`src/rtl/ptw_pkg.sv`:
```
package ptw_pkg;

  localparam int ENT_W = 32;
  localparam int PA_W  = ENT_W + 4;

  typedef enum logic [1:0] {
    ET_INVALID = 2'd0,
    ET_PTR     = 2'd1,
    ET_LEAF    = 2'd2,
    ET_RSVD    = 2'd3
  } ent_kind_t;

  localparam logic [2:0] FT_EMPTY  = 3'd1;
  localparam logic [2:0] FT_TRANSL = 3'd4;

  typedef enum logic [1:0] {
    ACT_DESCEND = 2'd0,
    ACT_LEAF    = 2'd1,
    ACT_FAULT   = 2'd2
  } walk_act_t;

  typedef enum logic [2:0] {
    S_IDLE    = 3'd0,
    S_RD_REQ  = 3'd1,
    S_RD_WAIT = 3'd2,
    S_CHECK   = 3'd3,
    S_WB      = 3'd4,
    S_DONE    = 3'd5,
    S_FAULT   = 3'd6
  } walk_st_t;

  // address of the context slot selected by root and context number
  function automatic logic [PA_W-1:0] ctx_slot_addr(input logic [ENT_W-1:0] root,
                                                    input logic [ENT_W-1:0] ctx);
    return {root, 4'b0} + {2'b0, ctx, 2'b0};
  endfunction

  // table index taken from the virtual address for table level lvl
  function automatic logic [7:0] level_index(input logic [ENT_W-1:0] va,
                                             input logic [1:0] lvl);
    case (lvl)
      2'd1:    return va[31:24];
      2'd2:    return {2'b0, va[23:18]};
      2'd3:    return {2'b0, va[17:12]};
      default: return 8'd0;
    endcase
  endfunction

  function automatic logic [PA_W-1:0] next_table_addr(input logic [ENT_W-1:0] ptr,
                                                      input logic [ENT_W-1:0] va,
                                                      input logic [1:0] lvl);
    return {ptr[ENT_W-1:2], 6'b0} + {26'b0, level_index(va, lvl), 2'b0};
  endfunction

  // part of the virtual address kept above the 4 KB boundary
  function automatic logic [PA_W-1:0] leaf_offset(input logic [ENT_W-1:0] va,
                                                  input logic [1:0] lvl);
    case (lvl)
      2'd1:    return {12'b0, va[23:12], 12'b0};
      2'd2:    return {18'b0, va[17:12], 12'b0};
      default: return '0;
    endcase
  endfunction

  function automatic logic [PA_W-1:0] leaf_phys(input logic [ENT_W-1:0] ent,
                                                input logic [ENT_W-1:0] va,
                                                input logic [1:0] lvl);
    return {ent[ENT_W-1:8], 12'b0} + leaf_offset(va, lvl);
  endfunction

  function automatic logic [9:0] fault_word(input logic [1:0] lvl,
                                            input logic [2:0] kind);
    return {lvl, 3'b000, kind, 2'b00};
  endfunction

endpackage

```
`src/rtl/ptw_addr_gen.sv`:
```
module ptw_addr_gen
  import ptw_pkg::*;
#(
  parameter int CTX_W = 8
) (
  input  logic             first_i,
  input  logic [ENT_W-1:0] root_i,
  input  logic [CTX_W-1:0] ctx_i,
  input  logic [ENT_W-1:0] ptr_i,
  input  logic [ENT_W-1:0] va_i,
  input  logic [1:0]       lvl_i,
  output logic [PA_W-1:0]  addr_o
);

  logic [ENT_W-1:0] ctx_ext;
  logic [PA_W-1:0]  slot_addr;
  logic [PA_W-1:0]  table_addr;

  assign ctx_ext    = {{(ENT_W-CTX_W){1'b0}}, ctx_i};
  assign slot_addr  = ctx_slot_addr(root_i, ctx_ext);
  assign table_addr = next_table_addr(ptr_i, va_i, lvl_i);
  assign addr_o     = first_i ? slot_addr : table_addr;

endmodule

```
`src/rtl/ptw_classify.sv`:
```
module ptw_classify
  import ptw_pkg::*;
(
  input  logic [1:0] kind_i,
  input  logic [1:0] lvl_i,
  output walk_act_t  act_o,
  output logic [2:0] fkind_o
);

  always_comb begin
    act_o   = ACT_FAULT;
    fkind_o = FT_TRANSL;
    case (ent_kind_t'(kind_i))
      ET_INVALID: begin
        act_o   = ACT_FAULT;
        fkind_o = FT_EMPTY;
      end
      ET_PTR: begin
        // the last level must hold a leaf
        if (lvl_i != 2'd3) act_o = ACT_DESCEND;
      end
      ET_LEAF: begin
        // a leaf in the context slot is not a valid mapping
        if (lvl_i != 2'd0) act_o = ACT_LEAF;
      end
      default: begin
        act_o   = ACT_FAULT;
        fkind_o = FT_TRANSL;
      end
    endcase
  end

endmodule

```
`src/rtl/ptw_leaf_upd.sv`:
```
module ptw_leaf_upd
  import ptw_pkg::*;
#(
  parameter int REF_BIT = 5,
  parameter int MOD_BIT = 6
) (
  input  logic [ENT_W-1:0] entry_i,
  input  logic [ENT_W-1:0] va_i,
  input  logic [1:0]       lvl_i,
  input  logic             write_i,
  output logic [PA_W-1:0]  paddr_o,
  output logic [ENT_W-1:0] entry_o,
  output logic             changed_o
);

  logic [ENT_W-1:0] set_mask;

  always_comb begin
    set_mask          = '0;
    set_mask[REF_BIT] = 1'b1;
    if (write_i) set_mask[MOD_BIT] = 1'b1;
  end

  assign entry_o   = entry_i | set_mask;
  assign changed_o = (entry_o != entry_i);
  assign paddr_o   = leaf_phys(entry_i, va_i, lvl_i);

endmodule

```
`src/rtl/ptw_walker.sv`:
```
module ptw_walker
  import ptw_pkg::*;
#(
  parameter int CTX_W   = 8,
  parameter int REF_BIT = 5,
  parameter int MOD_BIT = 6
) (
  input  logic             clk,
  input  logic             rst_n,
  input  logic [31:0]      root_ptr,
  input  logic [CTX_W-1:0] ctx_num,
  input  logic             req_valid,
  output logic             req_ready,
  input  logic [31:0]      req_vaddr,
  input  logic             req_write,
  input  logic             req_fetch,
  input  logic             req_super,
  output logic             chk_valid,
  output logic [31:0]      chk_entry,
  output logic             chk_write,
  output logic             chk_fetch,
  output logic             chk_super,
  input  logic             chk_deny,
  input  logic [2:0]       chk_code,
  output logic             mem_req_valid,
  input  logic             mem_ready,
  output logic             mem_we,
  output logic [35:0]      mem_addr,
  output logic [31:0]      mem_wdata,
  input  logic             mem_rvalid,
  input  logic [31:0]      mem_rdata,
  output logic             done,
  output logic [35:0]      done_paddr,
  output logic [1:0]       done_level,
  output logic [31:0]      done_entry,
  output logic             flt_valid,
  output logic [9:0]       flt_code
);

  walk_st_t         state_q;
  logic [1:0]       lvl_q;
  logic [ENT_W-1:0] va_q;
  logic             wr_q, fetch_q, sup_q;
  logic [ENT_W-1:0] entry_q;
  logic [PA_W-1:0]  addr_q;
  logic [PA_W-1:0]  paddr_q;
  logic [9:0]       fcode_q;

  // named events for the assertions
  logic accept_ev;
  logic rd_return_ev;
  logic deny_ev;
  logic grant_ev;

  logic [PA_W-1:0]  next_addr;
  walk_act_t        act;
  logic [2:0]       fkind;
  logic [PA_W-1:0]  leaf_pa;
  logic [ENT_W-1:0] leaf_new;
  logic             leaf_changed;

  assign accept_ev    = req_valid && req_ready;
  assign rd_return_ev = (state_q == S_RD_WAIT) && mem_rvalid;
  assign deny_ev      = (state_q == S_CHECK) && chk_deny;
  assign grant_ev     = (state_q == S_CHECK) && !chk_deny;

  ptw_addr_gen #(.CTX_W(CTX_W)) u_addr (
    .first_i (state_q == S_IDLE),
    .root_i  (root_ptr),
    .ctx_i   (ctx_num),
    .ptr_i   (mem_rdata),
    .va_i    (va_q),
    .lvl_i   (lvl_q + 2'd1),
    .addr_o  (next_addr)
  );

  ptw_classify u_cls (
    .kind_i  (mem_rdata[1:0]),
    .lvl_i   (lvl_q),
    .act_o   (act),
    .fkind_o (fkind)
  );

  ptw_leaf_upd #(.REF_BIT(REF_BIT), .MOD_BIT(MOD_BIT)) u_leaf (
    .entry_i   (entry_q),
    .va_i      (va_q),
    .lvl_i     (lvl_q),
    .write_i   (wr_q),
    .paddr_o   (leaf_pa),
    .entry_o   (leaf_new),
    .changed_o (leaf_changed)
  );

  always_ff @(posedge clk or negedge rst_n) begin
    if (!rst_n) begin
      state_q <= S_IDLE;
      lvl_q   <= 2'd0;
      va_q    <= '0;
      wr_q    <= 1'b0;
      fetch_q <= 1'b0;
      sup_q   <= 1'b0;
      entry_q <= '0;
      addr_q  <= '0;
      paddr_q <= '0;
      fcode_q <= '0;
    end else begin
      case (state_q)
        S_IDLE: begin
          if (accept_ev) begin
            va_q    <= req_vaddr;
            wr_q    <= req_write;
            fetch_q <= req_fetch;
            sup_q   <= req_super;
            lvl_q   <= 2'd0;
            addr_q  <= next_addr;
            state_q <= S_RD_REQ;
          end
        end
        S_RD_REQ: begin
          if (mem_ready) state_q <= S_RD_WAIT;
        end
        S_RD_WAIT: begin
          if (rd_return_ev) begin
            entry_q <= mem_rdata;
            case (act)
              ACT_DESCEND: begin
                lvl_q   <= lvl_q + 2'd1;
                addr_q  <= next_addr;
                state_q <= S_RD_REQ;
              end
              ACT_LEAF: state_q <= S_CHECK;
              default: begin
                fcode_q <= fault_word(lvl_q, fkind);
                state_q <= S_FAULT;
              end
            endcase
          end
        end
        S_CHECK: begin
          if (deny_ev) begin
            fcode_q <= fault_word(lvl_q, chk_code);
            state_q <= S_FAULT;
          end else begin
            paddr_q <= leaf_pa;
            entry_q <= leaf_new;
            state_q <= leaf_changed ? S_WB : S_DONE;
          end
        end
        S_WB: begin
          if (mem_ready) state_q <= S_DONE;
        end
        S_DONE:  state_q <= S_IDLE;
        S_FAULT: state_q <= S_IDLE;
        default: state_q <= S_IDLE;
      endcase
    end
  end

  assign req_ready     = (state_q == S_IDLE);
  assign mem_req_valid = (state_q == S_RD_REQ) || (state_q == S_WB);
  assign mem_we        = (state_q == S_WB);
  assign mem_addr      = addr_q;
  assign mem_wdata     = entry_q;

  assign chk_valid = (state_q == S_CHECK);
  assign chk_entry = entry_q;
  assign chk_write = wr_q;
  assign chk_fetch = fetch_q;
  assign chk_super = sup_q;

  assign done       = (state_q == S_DONE);
  assign done_paddr = paddr_q;
  assign done_level = lvl_q;
  assign done_entry = entry_q;
  assign flt_valid  = (state_q == S_FAULT);
  assign flt_code   = fcode_q;

  // never both outcomes at once
  a_r10_single_result: assert property (@(posedge clk) disable iff (!rst_n)
    !(done && flt_valid));

  // no second request while a walk runs
  a_r10_busy_after_accept: assert property (@(posedge clk) disable iff (!rst_n)
    accept_ev |=> !req_ready);

  // request held until the memory takes it
  a_r10_hold_request: assert property (@(posedge clk) disable iff (!rst_n)
    (mem_req_valid && !mem_ready) |=> (mem_req_valid && $stable(mem_addr) && $stable(mem_we)));

  // every write-back carries the referenced bit
  a_r8_wb_has_ref: assert property (@(posedge clk) disable iff (!rst_n)
    (mem_req_valid && mem_we) |-> mem_wdata[REF_BIT]);

  // a refusal ends in a fault, never a write
  a_r9_deny_faults: assert property (@(posedge clk) disable iff (!rst_n)
    (chk_valid && chk_deny) |=> (flt_valid && !mem_req_valid));

  // completions are page aligned
  a_r5_aligned_result: assert property (@(posedge clk) disable iff (!rst_n)
    done |-> (done_paddr[11:0] == 12'h000));

endmodule

```
`config.mk`:
```
export PLATFORM = sky130hd
export DESIGN_NAME = ptw_walker
export DESIGN_NICKNAME = d
export VERILOG_FILES = /design/src/rtl/ptw_pkg.sv /design/src/rtl/ptw_addr_gen.sv /design/src/rtl/ptw_classify.sv /design/src/rtl/ptw_leaf_upd.sv /design/src/rtl/ptw_walker.sv
export SDC_FILE = /design/constraint.sdc
export NUM_CORES = 1
export LEC_CHECK = 0
export BUFFER_PORTS_ARGS = -buffer_cell sky130_fd_sc_hd__buf_2
export CORE_AREA = 8 8 211 213
export DETAILED_ROUTE_END_ITERATION = 8
export DIE_AREA = 0 0 219 221
export MAX_ROUTING_LAYER = met4
export SLEW_MARGIN = 40
export SYNTH_ARGS = -nofsm -noshare
export SYNTH_HDL_FRONTEND = slang
export SYNTH_HIERARCHICAL = 1
export SYNTH_SLANG_ARGS = --single-unit
```
`constraint.sdc`:
```
create_clock -name clk -period 3.95 [get_ports clk]
set_input_delay 0.5925 -clock clk [delete_from_list [all_inputs] [get_ports clk]]
set_output_delay 0.5925 -clock clk [all_outputs]
set_load 0.01 [all_outputs]
```
==> results.sh <==
export IMPL_outcome="complete, no violations"
export IMPL_final_hold_violation_count=0
export IMPL_net_switching_power_mw=3.80
export IMPL_most_congested_layer_reported_by_global_routing="met2"
export IMPL_final_period_utilization_pct=89.8
export IMPL_min_period_ps=3550
export IMPL_timing_critical_path_from="done_level[0]"
export IMPL_post_cts_setup_buffer_count=0
export IMPL_whs_ps=143
export IMPL_power_share_sequential_pct=31.4
export IMPL_design_area_sq_mm=0.0116
export IMPL_floorplan_initialDensity_pct=23.6
export IMPL_post_cts_resize_count=0
export IMPL_utilization_pct=28.0
export IMPL_yosys_warnings=6
export IMPL_post_detailed_routing_wire_length_um=31800
export IMPL_maximum_clock_skew_at_final_layout_ps=7.08
export IMPL_syn2layout_area_growth_pct=18.8
export IMPL_grt_pass1_wl_um=47600
export IMPL_postRouteAntennaNets=0
export IMPL_hold_class="in -> async"
export IMPL_powerDensity_mw_per_mm2=782
export IMPL_cts_path_max_buffers=2
export IMPL_proportion_of_layout_cells_with_a_drive_suffix_above_1_pct=45.8
export IMPL_cts_root_buf="clkbuf_16"
export IMPL_first_iter_violations=465
export IMPL_vdd_drop_max_mv=0.396
export IMPL_max_cap_violations=0
export IMPL_drt_wirelength_per_cell_um=19.2
export IMPL_fin_nets=1240
export IMPL_detailedPlacementHpwl_um=24800
export IMPL_post_synth_cell_area_avg_sq_um=10.7
export IMPL_cts_htree_levels=4
export IMPL_grt_antenna_before_repair=12
export IMPL_floorplan_rows=75
export IMPL_die_x_um=219
export IMPL_floorplan_io_pins=305
export IMPL_grtUsageMet3_pct=3.98
export IMPL_die_area_sq_mm=0.0484
export IMPL_cts_inserted_buffers=17
export IMPL_worst_reg2reg_path_startpoint="done_level[0]"
export IMPL_drc=0
export IMPL_static_leakage_power_nw=5.21
export IMPL_met2_usage_pct=21.6
export IMPL_setup_viol_count_final=0
export IMPL_clockPowerShare_pct=18.0
export IMPL_cts_num_sinks=137
export IMPL_ff2ff_setup_slack_ps=400
export IMPL_reg2reg_depth=11
export IMPL_routabilityCongestion=0.853
export IMPL_combPwrFrac_pct=50.6
export IMPL_track_usage_pct=13.2
export IMPL_worstMarginPinSlew_ps=778
export IMPL_timing_critical_path_fanout_max=13
export IMPL_timing_rr_end="mem_addr[34]"
export IMPL_clkTransAtPathRegs_ps=60
export IMPL_cp_end_kind="flip-flop"
export IMPL_intPower_mw=5.25
export IMPL_rsz0062_at_grt="false"
export IMPL_dieHeight_um=221
export IMPL_design_core_area_sq_mm=0.0413
export IMPL_power_total_mw=9.05
export IMPL_cts_tree="built"
export IMPL_cp_arrival_ps=3880
export IMPL_io_buffer_count=287
export IMPL_worstSetupPathType="reg -> reg"
export IMPL_slew_limit_headroom_pct=47.9
export IMPL_global_route_overflow_total=0
export IMPL_detailroute_via_count=7576
export IMPL_gr_usage_met1_pct=15.5
export IMPL_dr_pass1_iters=8
export IMPL_pin_count_of_the_biggest_net_entering_global_routing=87
export IMPL_timing_max_transition_violations_final=0
export IMPL_fin_tns_setup_ps=0
export IMPL_first_global_vias=7826
export IMPL_cell_count_after_synthesis=912
export IMPL_start_kind="flip-flop"
export IMPL_clk_latency_ps=450
export IMPL_cts_hold_repair_buffers=0
export IMPL_p_sw_share_pct=42.0
export IMPL_max_freq_mhz=282
export IMPL_worstPathRequired_ps=4280
export IMPL_syn_cell_area_sq_mm=0.00974
export IMPL_dpl_instance_area_sq_mm=0.0110
export IMPL_drt_vias_per_instance=4.57
==> sequential cells by signal, summed over array words and instances, names as in the netlist <==
signal,flops
done_paddr,36
va_q,20
done_level,2
chk_super,1
chk_fetch,1
state_q,3
mem_addr,36
chk_write,1
chk_entry,32
flt_code,5
==> layout make-up <==
class                           instances  area, sq um
Fill cell                            4389        29700
Multi-Input combinational cell        621         5210
Sequential cell                       137         3430
Timing Repair Buffer                  300         1580
Tap cell                              539          674
Clock buffer                           19          453
Clock inverter                         12          125
Inverter                               17         63.8
Antenna cell                           13         32.5
==> through the flow <==
step / setup WS (ps) / instances
finish: 403 / 1658
global route: 175 / 1657
CTS: 384 / 1645
detailed placement: 396 / 1614
global placement: 463 / 1612
floorplan: 691 / 928
==> cells in the final DEF (no fill, tap or decap), types with 18 or more instances in the layout <==
master and n:
o21ai_0 18, mux2i_1 23, xor2_1 30, mux2_1 21
conb_1 21, ha_1 27, and2_1 18, mux2_2 154
xnor2_1 36, buf_2 286, a21oi_1 19, nand3_1 23
dfrtp_1 137, nand2_1 33
==> worst max path at each step <==
stage              endpoint  slack [ps]  cells after the start
3_3_place_gp   mem_addr[34]         460                     11
6_report       mem_addr[34]         400                     11
4_1_cts        mem_addr[34]         380                     11
5_1_grt        mem_addr[34]         170                     11
2_1_floorplan  mem_addr[20]         690                     13
3_5_place_dp   mem_addr[34]         400                     11
==> metal layers <==
| metal | vias to the layer above | routed length, um |
|---|---|---|
| met2 | 290 | 15300 |
| met4 | 0 | 469 |
| met1 | 3712 | 13500 |
| li1 | 3548 | - |
| met5 | - | 0 |
| met3 | 26 | 2550 |
==> power groups by stage <==
stage / Sequential, mW / Combinational [mW] / Clock [mW]
finish: 2.85 / 4.58 / 1.63
global route: 2.99 / 4.97 / 1.74
CTS: 2.89 / 4.68 / 1.71
detailed placement: 2.92 / 4.67 / 0
global placement: 2.88 / 4.60 / 0
floorplan: 2.91 / 3.34 / 0
==> worst max-delay path, cell delays in order (launching register included) <==
cell	delay, ps
dfrtp_1	440
xor2_1	430
nor2b_1	220
a22o_1	310
ha_1	230
fa_1	410
nand3_1	140
and2_1	490
nor4_1	160
xnor2_1	200
o211ai_1	100
mux2_2	280
(Power assumes the default switching activity.)
